[src/rtl/sport_pkg.sv]
// Shared sizes and types for the serial register port.
// Assumes an 8-bit address and 8-bit data frame, sent LSB first.
package sport_pkg;
    localparam int ADDR_W    = 8;
    localparam int DATA_W    = 8;
    localparam int SEL_W     = 6;
    localparam int FRAME_W   = ADDR_W + DATA_W;
    localparam int CNT_W     = $clog2(FRAME_W + 1);
    localparam int WAIT_RISE = 2;

    typedef enum logic [2:0] {
        ST_ADDR,
        ST_WDATA,
        ST_RWAIT,
        ST_ROUT,
        ST_DONE
    } frame_state_t;
endpackage

[src/rtl/sport_sync.sv]
// Multi-stage synchroniser for a vector of independent asynchronous inputs.
// Assumes each bit is a slow level and needs no relation to the other bits.
module sport_sync #(
    parameter int WIDTH  = 3,
    parameter int STAGES = 2
) (
    input  logic             clk,
    input  logic             rst_n,
    input  logic [WIDTH-1:0] async_in,
    output logic [WIDTH-1:0] sync_out
);
    for (genvar g = 0; g < WIDTH; g++) begin : g_bit
        logic [STAGES-1:0] chain;

        // Shift the raw input through the flop chain.
        always_ff @(posedge clk) begin
            if (!rst_n) chain <= '0;
            else        chain <= {chain[STAGES-2:0], async_in[g]};
        end

        assign sync_out[g] = chain[STAGES-1];
    end
endmodule

[src/rtl/sport_frame.sv]
// Frame engine: collects the address and data bits, decodes the direction,
// raises a write strobe when the enable falls, and serialises read data.
// Assumes the edge strobes are one system clock wide and never coincide.
module sport_frame
    import sport_pkg::*;
(
    input  logic              clk,
    input  logic              rst_n,
    input  logic              sen_lvl,
    input  logic              sen_fall,
    input  logic              sclk_rise,
    input  logic              sclk_fall,
    input  logic              din,
    input  logic [DATA_W-1:0] rd_data,
    output logic [SEL_W-1:0]  sel,
    output logic              wr_stb,
    output logic [DATA_W-1:0] wr_data,
    output logic              sdo,
    output logic              sdo_en
);
    localparam logic [CNT_W-1:0] FULL_CNT  = CNT_W'(FRAME_W);
    localparam logic [CNT_W-1:0] LAST_ADDR = CNT_W'(ADDR_W - 1);
    localparam logic [CNT_W-1:0] SEL_BITS  = CNT_W'(SEL_W);
    localparam logic [1:0]       WAIT_END  = 2'(WAIT_RISE);
    localparam logic [3:0]       OUT_END   = 4'(DATA_W);

    frame_state_t      state;
    logic [CNT_W-1:0]  bit_cnt;
    logic [1:0]        wait_cnt;
    logic [3:0]        out_cnt;
    logic [DATA_W-1:0] shreg;

    // Sequence one frame: address, then write data or read output.
    always_ff @(posedge clk) begin
        if (!rst_n) begin
            state    <= ST_ADDR;
            bit_cnt  <= '0;
            wait_cnt <= '0;
            out_cnt  <= '0;
            shreg    <= '0;
            sel      <= '0;
            wr_data  <= '0;
            wr_stb   <= 1'b0;
            sdo      <= 1'b0;
            sdo_en   <= 1'b0;
        end else if (!sen_lvl) begin
            wr_stb   <= sen_fall && (state == ST_WDATA) && (bit_cnt == FULL_CNT);
            state    <= ST_ADDR;
            bit_cnt  <= '0;
            wait_cnt <= '0;
            out_cnt  <= '0;
            sdo_en   <= 1'b0;
        end else begin
            wr_stb <= 1'b0;
            unique case (state)
                ST_ADDR: if (sclk_rise) begin
                    if (bit_cnt < SEL_BITS) sel <= {din, sel[SEL_W-1:1]};
                    bit_cnt <= bit_cnt + CNT_W'(1);
                    if (bit_cnt == LAST_ADDR) begin
                        if (din) begin
                            shreg    <= rd_data;
                            wait_cnt <= '0;
                            state    <= ST_RWAIT;
                        end else begin
                            state <= ST_WDATA;
                        end
                    end
                end
                ST_WDATA: if (sclk_rise) begin
                    wr_data <= {din, wr_data[DATA_W-1:1]};
                    if (bit_cnt != FULL_CNT) bit_cnt <= bit_cnt + CNT_W'(1);
                end
                ST_RWAIT: begin
                    if (sclk_rise && wait_cnt != WAIT_END) wait_cnt <= wait_cnt + 2'd1;
                    if (sclk_fall && wait_cnt == WAIT_END) begin
                        sdo     <= shreg[0];
                        shreg   <= {1'b0, shreg[DATA_W-1:1]};
                        sdo_en  <= 1'b1;
                        out_cnt <= 4'd1;
                        state   <= ST_ROUT;
                    end
                end
                ST_ROUT: if (sclk_fall) begin
                    if (out_cnt == OUT_END) begin
                        sdo_en <= 1'b0;
                        state  <= ST_DONE;
                    end else begin
                        sdo     <= shreg[0];
                        shreg   <= {1'b0, shreg[DATA_W-1:1]};
                        out_cnt <= out_cnt + 4'd1;
                    end
                end
                default: ;
            endcase
        end
    end
endmodule

[src/rtl/sport_regfile.sv]
// Control register file with a read-only identity location.
// Assumes a write strobe lasts one cycle and the selection is steady while it is high.
module sport_regfile
    import sport_pkg::*;
#(
    parameter int              NUM_REGS = 11,
    parameter int              ID_SEL   = 15,
    parameter logic [DATA_W-1:0] ID_VAL = 8'h03
) (
    input  logic                       clk,
    input  logic                       rst_n,
    input  logic                       wr_stb,
    input  logic [SEL_W-1:0]           sel,
    input  logic [DATA_W-1:0]          wr_data,
    output logic [DATA_W-1:0]          rd_data,
    output logic [NUM_REGS*DATA_W-1:0] regs_flat
);
    for (genvar i = 0; i < NUM_REGS; i++) begin : g_reg
        // Hold one control byte and load it on a matching write strobe.
        always_ff @(posedge clk) begin
            if (!rst_n)                            regs_flat[i*DATA_W +: DATA_W] <= '0;
            else if (wr_stb && sel == SEL_W'(i))   regs_flat[i*DATA_W +: DATA_W] <= wr_data;
        end
    end

    // Select the byte that a read returns; unknown locations give zero.
    always_comb begin
        rd_data = '0;
        for (int i = 0; i < NUM_REGS; i++)
            if (sel == SEL_W'(i)) rd_data = regs_flat[i*DATA_W +: DATA_W];
        if (sel == SEL_W'(ID_SEL)) rd_data = ID_VAL;
    end
endmodule

[src/rtl/serial_reg_port.sv]
// Top of the serial register port: synchronises the three serial inputs,
// detects their edges, and joins the frame engine to the register file.
// Assumes clk runs at least several times faster than sclk.
module serial_reg_port
    import sport_pkg::*;
#(
    parameter int NUM_REGS    = 11,
    parameter int SYNC_STAGES = 2
) (
    input  logic                       clk,
    input  logic                       rst_n,
    input  logic                       sen,
    input  logic                       sclk,
    input  logic                       sdata_in,
    output logic                       sdata_out,
    output logic                       sdata_oe,
    output logic [NUM_REGS*DATA_W-1:0] regs_flat
);
    logic [2:0]        lvl;
    logic              sen_lvl, sclk_lvl, din_lvl;
    logic              sen_prev, sclk_prev;
    logic              sen_fall, sclk_rise, sclk_fall;
    logic              wr_stb;
    logic [SEL_W-1:0]  wr_sel;
    logic [DATA_W-1:0] wr_data, rd_data;

    sport_sync #(.WIDTH(3), .STAGES(SYNC_STAGES)) u_sync (
        .clk(clk), .rst_n(rst_n),
        .async_in({sdata_in, sclk, sen}),
        .sync_out(lvl)
    );

    assign sen_lvl  = lvl[0];
    assign sclk_lvl = lvl[1];
    assign din_lvl  = lvl[2];

    // Remember last levels of enable and serial clock for edge detection.
    always_ff @(posedge clk) begin
        if (!rst_n) begin
            sen_prev  <= 1'b0;
            sclk_prev <= 1'b0;
        end else begin
            sen_prev  <= sen_lvl;
            sclk_prev <= sclk_lvl;
        end
    end

    assign sen_fall  = sen_prev & ~sen_lvl;
    assign sclk_rise = sen_lvl & sclk_lvl & ~sclk_prev;
    assign sclk_fall = sen_lvl & ~sclk_lvl & sclk_prev;

    sport_frame u_frame (
        .clk(clk), .rst_n(rst_n),
        .sen_lvl(sen_lvl), .sen_fall(sen_fall),
        .sclk_rise(sclk_rise), .sclk_fall(sclk_fall),
        .din(din_lvl), .rd_data(rd_data),
        .sel(wr_sel), .wr_stb(wr_stb), .wr_data(wr_data),
        .sdo(sdata_out), .sdo_en(sdata_oe)
    );

    sport_regfile #(.NUM_REGS(NUM_REGS)) u_regs (
        .clk(clk), .rst_n(rst_n),
        .wr_stb(wr_stb), .sel(wr_sel), .wr_data(wr_data),
        .rd_data(rd_data), .regs_flat(regs_flat)
    );
endmodule

[config.mk]
export PLATFORM = sky130hd
export DESIGN_NAME = serial_reg_port
export DESIGN_NICKNAME = d
export VERILOG_FILES = /design/src/rtl/sport_pkg.sv /design/src/rtl/sport_sync.sv /design/src/rtl/sport_frame.sv /design/src/rtl/sport_regfile.sv /design/src/rtl/serial_reg_port.sv
export SDC_FILE = /design/constraint.sdc
export NUM_CORES = 1
export LEC_CHECK = 0
export BUFFER_PORTS_ARGS = -buffer_cell sky130_fd_sc_hd__buf_4
export CAP_MARGIN = 0
export CORE_ASPECT_RATIO = 0.9
export CORE_MARGIN = 2
export CORE_UTILIZATION = 30
export CTS_CLUSTER_SIZE = 40
export DETAILED_ROUTE_END_ITERATION = 16
export GPL_ROUTABILITY_DRIVEN = 0
export PLACE_DENSITY = 0.54
export SKIP_CTS_REPAIR_TIMING = 1
export SLEW_MARGIN = 20
export SYNTH_ARGS = -nofsm -noshare
export SYNTH_HDL_FRONTEND = slang
export SYNTH_SLANG_ARGS = --single-unit
[constraint.sdc]
create_clock -name clk -period 1.8 [get_ports clk]
set_input_delay 0.27 -clock clk [delete_from_list [all_inputs] [get_ports clk]]
set_output_delay 0.27 -clock clk [all_outputs]
set_load 0.005 [all_outputs]
==> run summary <==
vias in the first global route: 5719
crit start category: flip-flop
Post-synth EDFFs: 0
CTS buffer count: 17
power density over the cells: 744 nW/um^2
TritonRoute pass-1 iters: 5
Setup Skew: 11.6 ps
port buffer count: 94
Slew headroom: 65.7%
Mapped Cells: 708
Initial Util: 30.5%
1st-iter DRT viols: 506
failing checks: negative setup slack
fmax: 517 MHz
Setup crit end kind: flip-flop
final worst path period need: 1930 ps
status: finished, violations left
CTS tree: yes
antenna cell count: 0
Synth Register Bits: 135
drt total wl: 22100 um
Post-Syn Area: 6310 sq um
Hold Vio Cnt, Final: 0
Clk pin slew, worst setup/hold paths: 70 ps
setup repair after global routing missed its margin: yes
Worst Slack Setup Final: -133 ps
Core Rows: 50
YS warnings: 0
Place WS: -244 ps
Setup CP Type: flip-flop to flip-flop
Pleak: 3.96 nW
Post-Route Setup TNS: -1200 ps
Slew Limit Fails: 0
Tightest Pin Transition: 513 ps
Vias/cell: 5.06
Crit Path Max Fanout: 11
Worst EP arrival: 2250 ps
post-route DRC violation count: 0
Max-Cap Viols: 0
Synth Net Count: 718
post-DP HPWL: 16300 um
commonest non-fill, non-tap cell in the layout: buf_4
Worst VDD drop: 0.663 mV
Worst-Skew Late Latency: 430 ps
Finish-stage setup viols: 17
H-tree Lvls: 4
most frequent cells in the layout: buf_4, dfxtp_1, nor2_1
total grt overflow: 0
Vias: 6034
Power, Total: 0.00666 W
die area: 22200 sq um
antenna violations before repair: 0
Clock Sinks: 135
Die Wd: 157 um
Total GRT Usage: 20.1%
root buf cell: clkbuf_16
Async SR Flop Fraction: 0%
largest net degree at the start of global routing: 67
syn avg cell area: 8.91 sq um
synthesis-to-layout area growth: 41.9%
Bufs on Longest Clock Path: 2
first-pass GRT wire length: 33700 um
Final period util: 107%
ANT nets after route: 0
ys flop type: dfxtp_1
core box area: 20700 sq um
Routed wire per std cell: 18.5 um
register area share after synthesis: 42.8%
Finished Layout Cells: 1193
die height: 142 um
hold crit path type: primary input to flip-flop
I/O Pins: 95
Cell variety after synth: 74
nets: 904
Cells after DPL: 1157
share of cells above drive strength 1: 36.1%
Data required, critical path: 2120 ps
[critical path: stages, from the launching register on]
cell and delay, ps:
dfxtp_2 340, buf_6 170, and4bb_4 290, and2_4 210
buf_4 150, a2111oi_4 290, o21ai_1 90, o311a_1 290
[flip-flops by register name (all words and copies together) (netlist names)]
name and flops:
u_frame.sel 6, u_frame.bit_cnt 5, u_frame.out_cnt 4, sen_prev 1
u_frame.wr_data 8, sclk_prev 1, u_frame.wait_cnt 2, u_frame.shreg 8
u_regs.regs_flat 88, u_frame.wr_stb 1, u_frame.sdo_en 1, u_frame.sdo 1
u_sync.g_bit.chain 6, u_frame.state 3
[worst paths after layout]
check / from / endpoint / slack (ps) / cells after the start
worst max-delay path: u_frame.sel[4]$_SDFFE_PN0P_ / u_frame.shreg[3]$_SDFFE_PN0P_ / -130 / 7
worst max register to register: u_frame.sel[4]$_SDFFE_PN0P_ / u_frame.shreg[3]$_SDFFE_PN0P_ / -130 / 7
worst min-delay path: sen / u_sync.g_bit[0].chain[0]$_SDFF_PN0_ / 50 / 2
worst min register to register: u_sync.g_bit[2].chain[0]$_SDFF_PN0_ / u_sync.g_bit[2].chain[1]$_SDFF_PN0_ / 430 / 1
[per-stage QoR]
| stage | cell area [sq um] | hold slack [ps] | utilization (%) |
|---|---|---|---|
| final | 8950 | 48.8 | 43.2 |
| after global routing | 8950 | 38.7 | 43.2 |
| after CTS | 8730 | 34.6 | 42.2 |
| after detailed placement | 8120 | 418 | 39.2 |
| after global placement | 8120 | 421 | 39.2 |
| after floorplan | 6370 | 397 | - |
[power breakdown]
group	switching, W	leakage, nW	internal (W)
combinational	0.0000574	2.57	0.0000248
clock	0.00159	0.296	0.00200
sequential	0.00000366	1.09	0.00299
[Yosys cell counts (4+ instances only)]
master    number  share of area, %
nand4_1        7              0.69
and2_1        11               1.1
o211ai_1       6              0.71
nand2b_1       6              0.59
dfxtp_1      135                43
a32o_1         6              0.95
nor4_1         5              0.50
nor3_1         7              0.56
clkbuf_1      34               2.0
mux2_2         4              0.71
xor2_1         5              0.69
a21oi_1       55               4.4
nor2_1        87               5.2
mux2i_1       68                11
nand2_1       63               3.7
ha_1           5              0.99
o21ai_0       13               1.0
nand3_2        6              0.95
inv_1         10              0.59
a221o_1        5              0.79
o221ai_1       5              0.69
buf_2         13               1.0
nand3_1       61               4.8
[routing by layer]
layer / global-route usage [%] / share of wire [%] / up-vias
met5: 0 / 0 / -
met4: 5.94 / 1.5 / 0
met3: 6.35 / 8.3 / 23
met2: 28.9 / 44 / 207
met1: 28.8 / 47 / 2883
li1: - / - / 2921
[logic make-up (layout without fill, tap and decap cells)]
kind of cell | Yosys count | count (layout) | synth area share (%)
and+or+nand+nor | 293 | 293 | 24.3
adders and majority gates | 5 | 5 | 0.991
AOI/OAI and AO/OA | 131 | 131 | 14.6
muxes | 73 | 73 | 11.9
buffers and inverters | 64 | 263 | 4.54
xor gates and xnor gates | 7 | 7 | 0.972
DFF | 135 | 135 | 42.8
[layout make-up]
class                      count  area [sq um]
sequential                   135          2720
fill                        2054         11800
timing repair buffer         220          1710
clock buffer                  17           425
inverter                      11          42.5
multi-input combinational    509          3520
tap                          286           358
clock inverter                15           181
(Power assumes the default switching activity.)
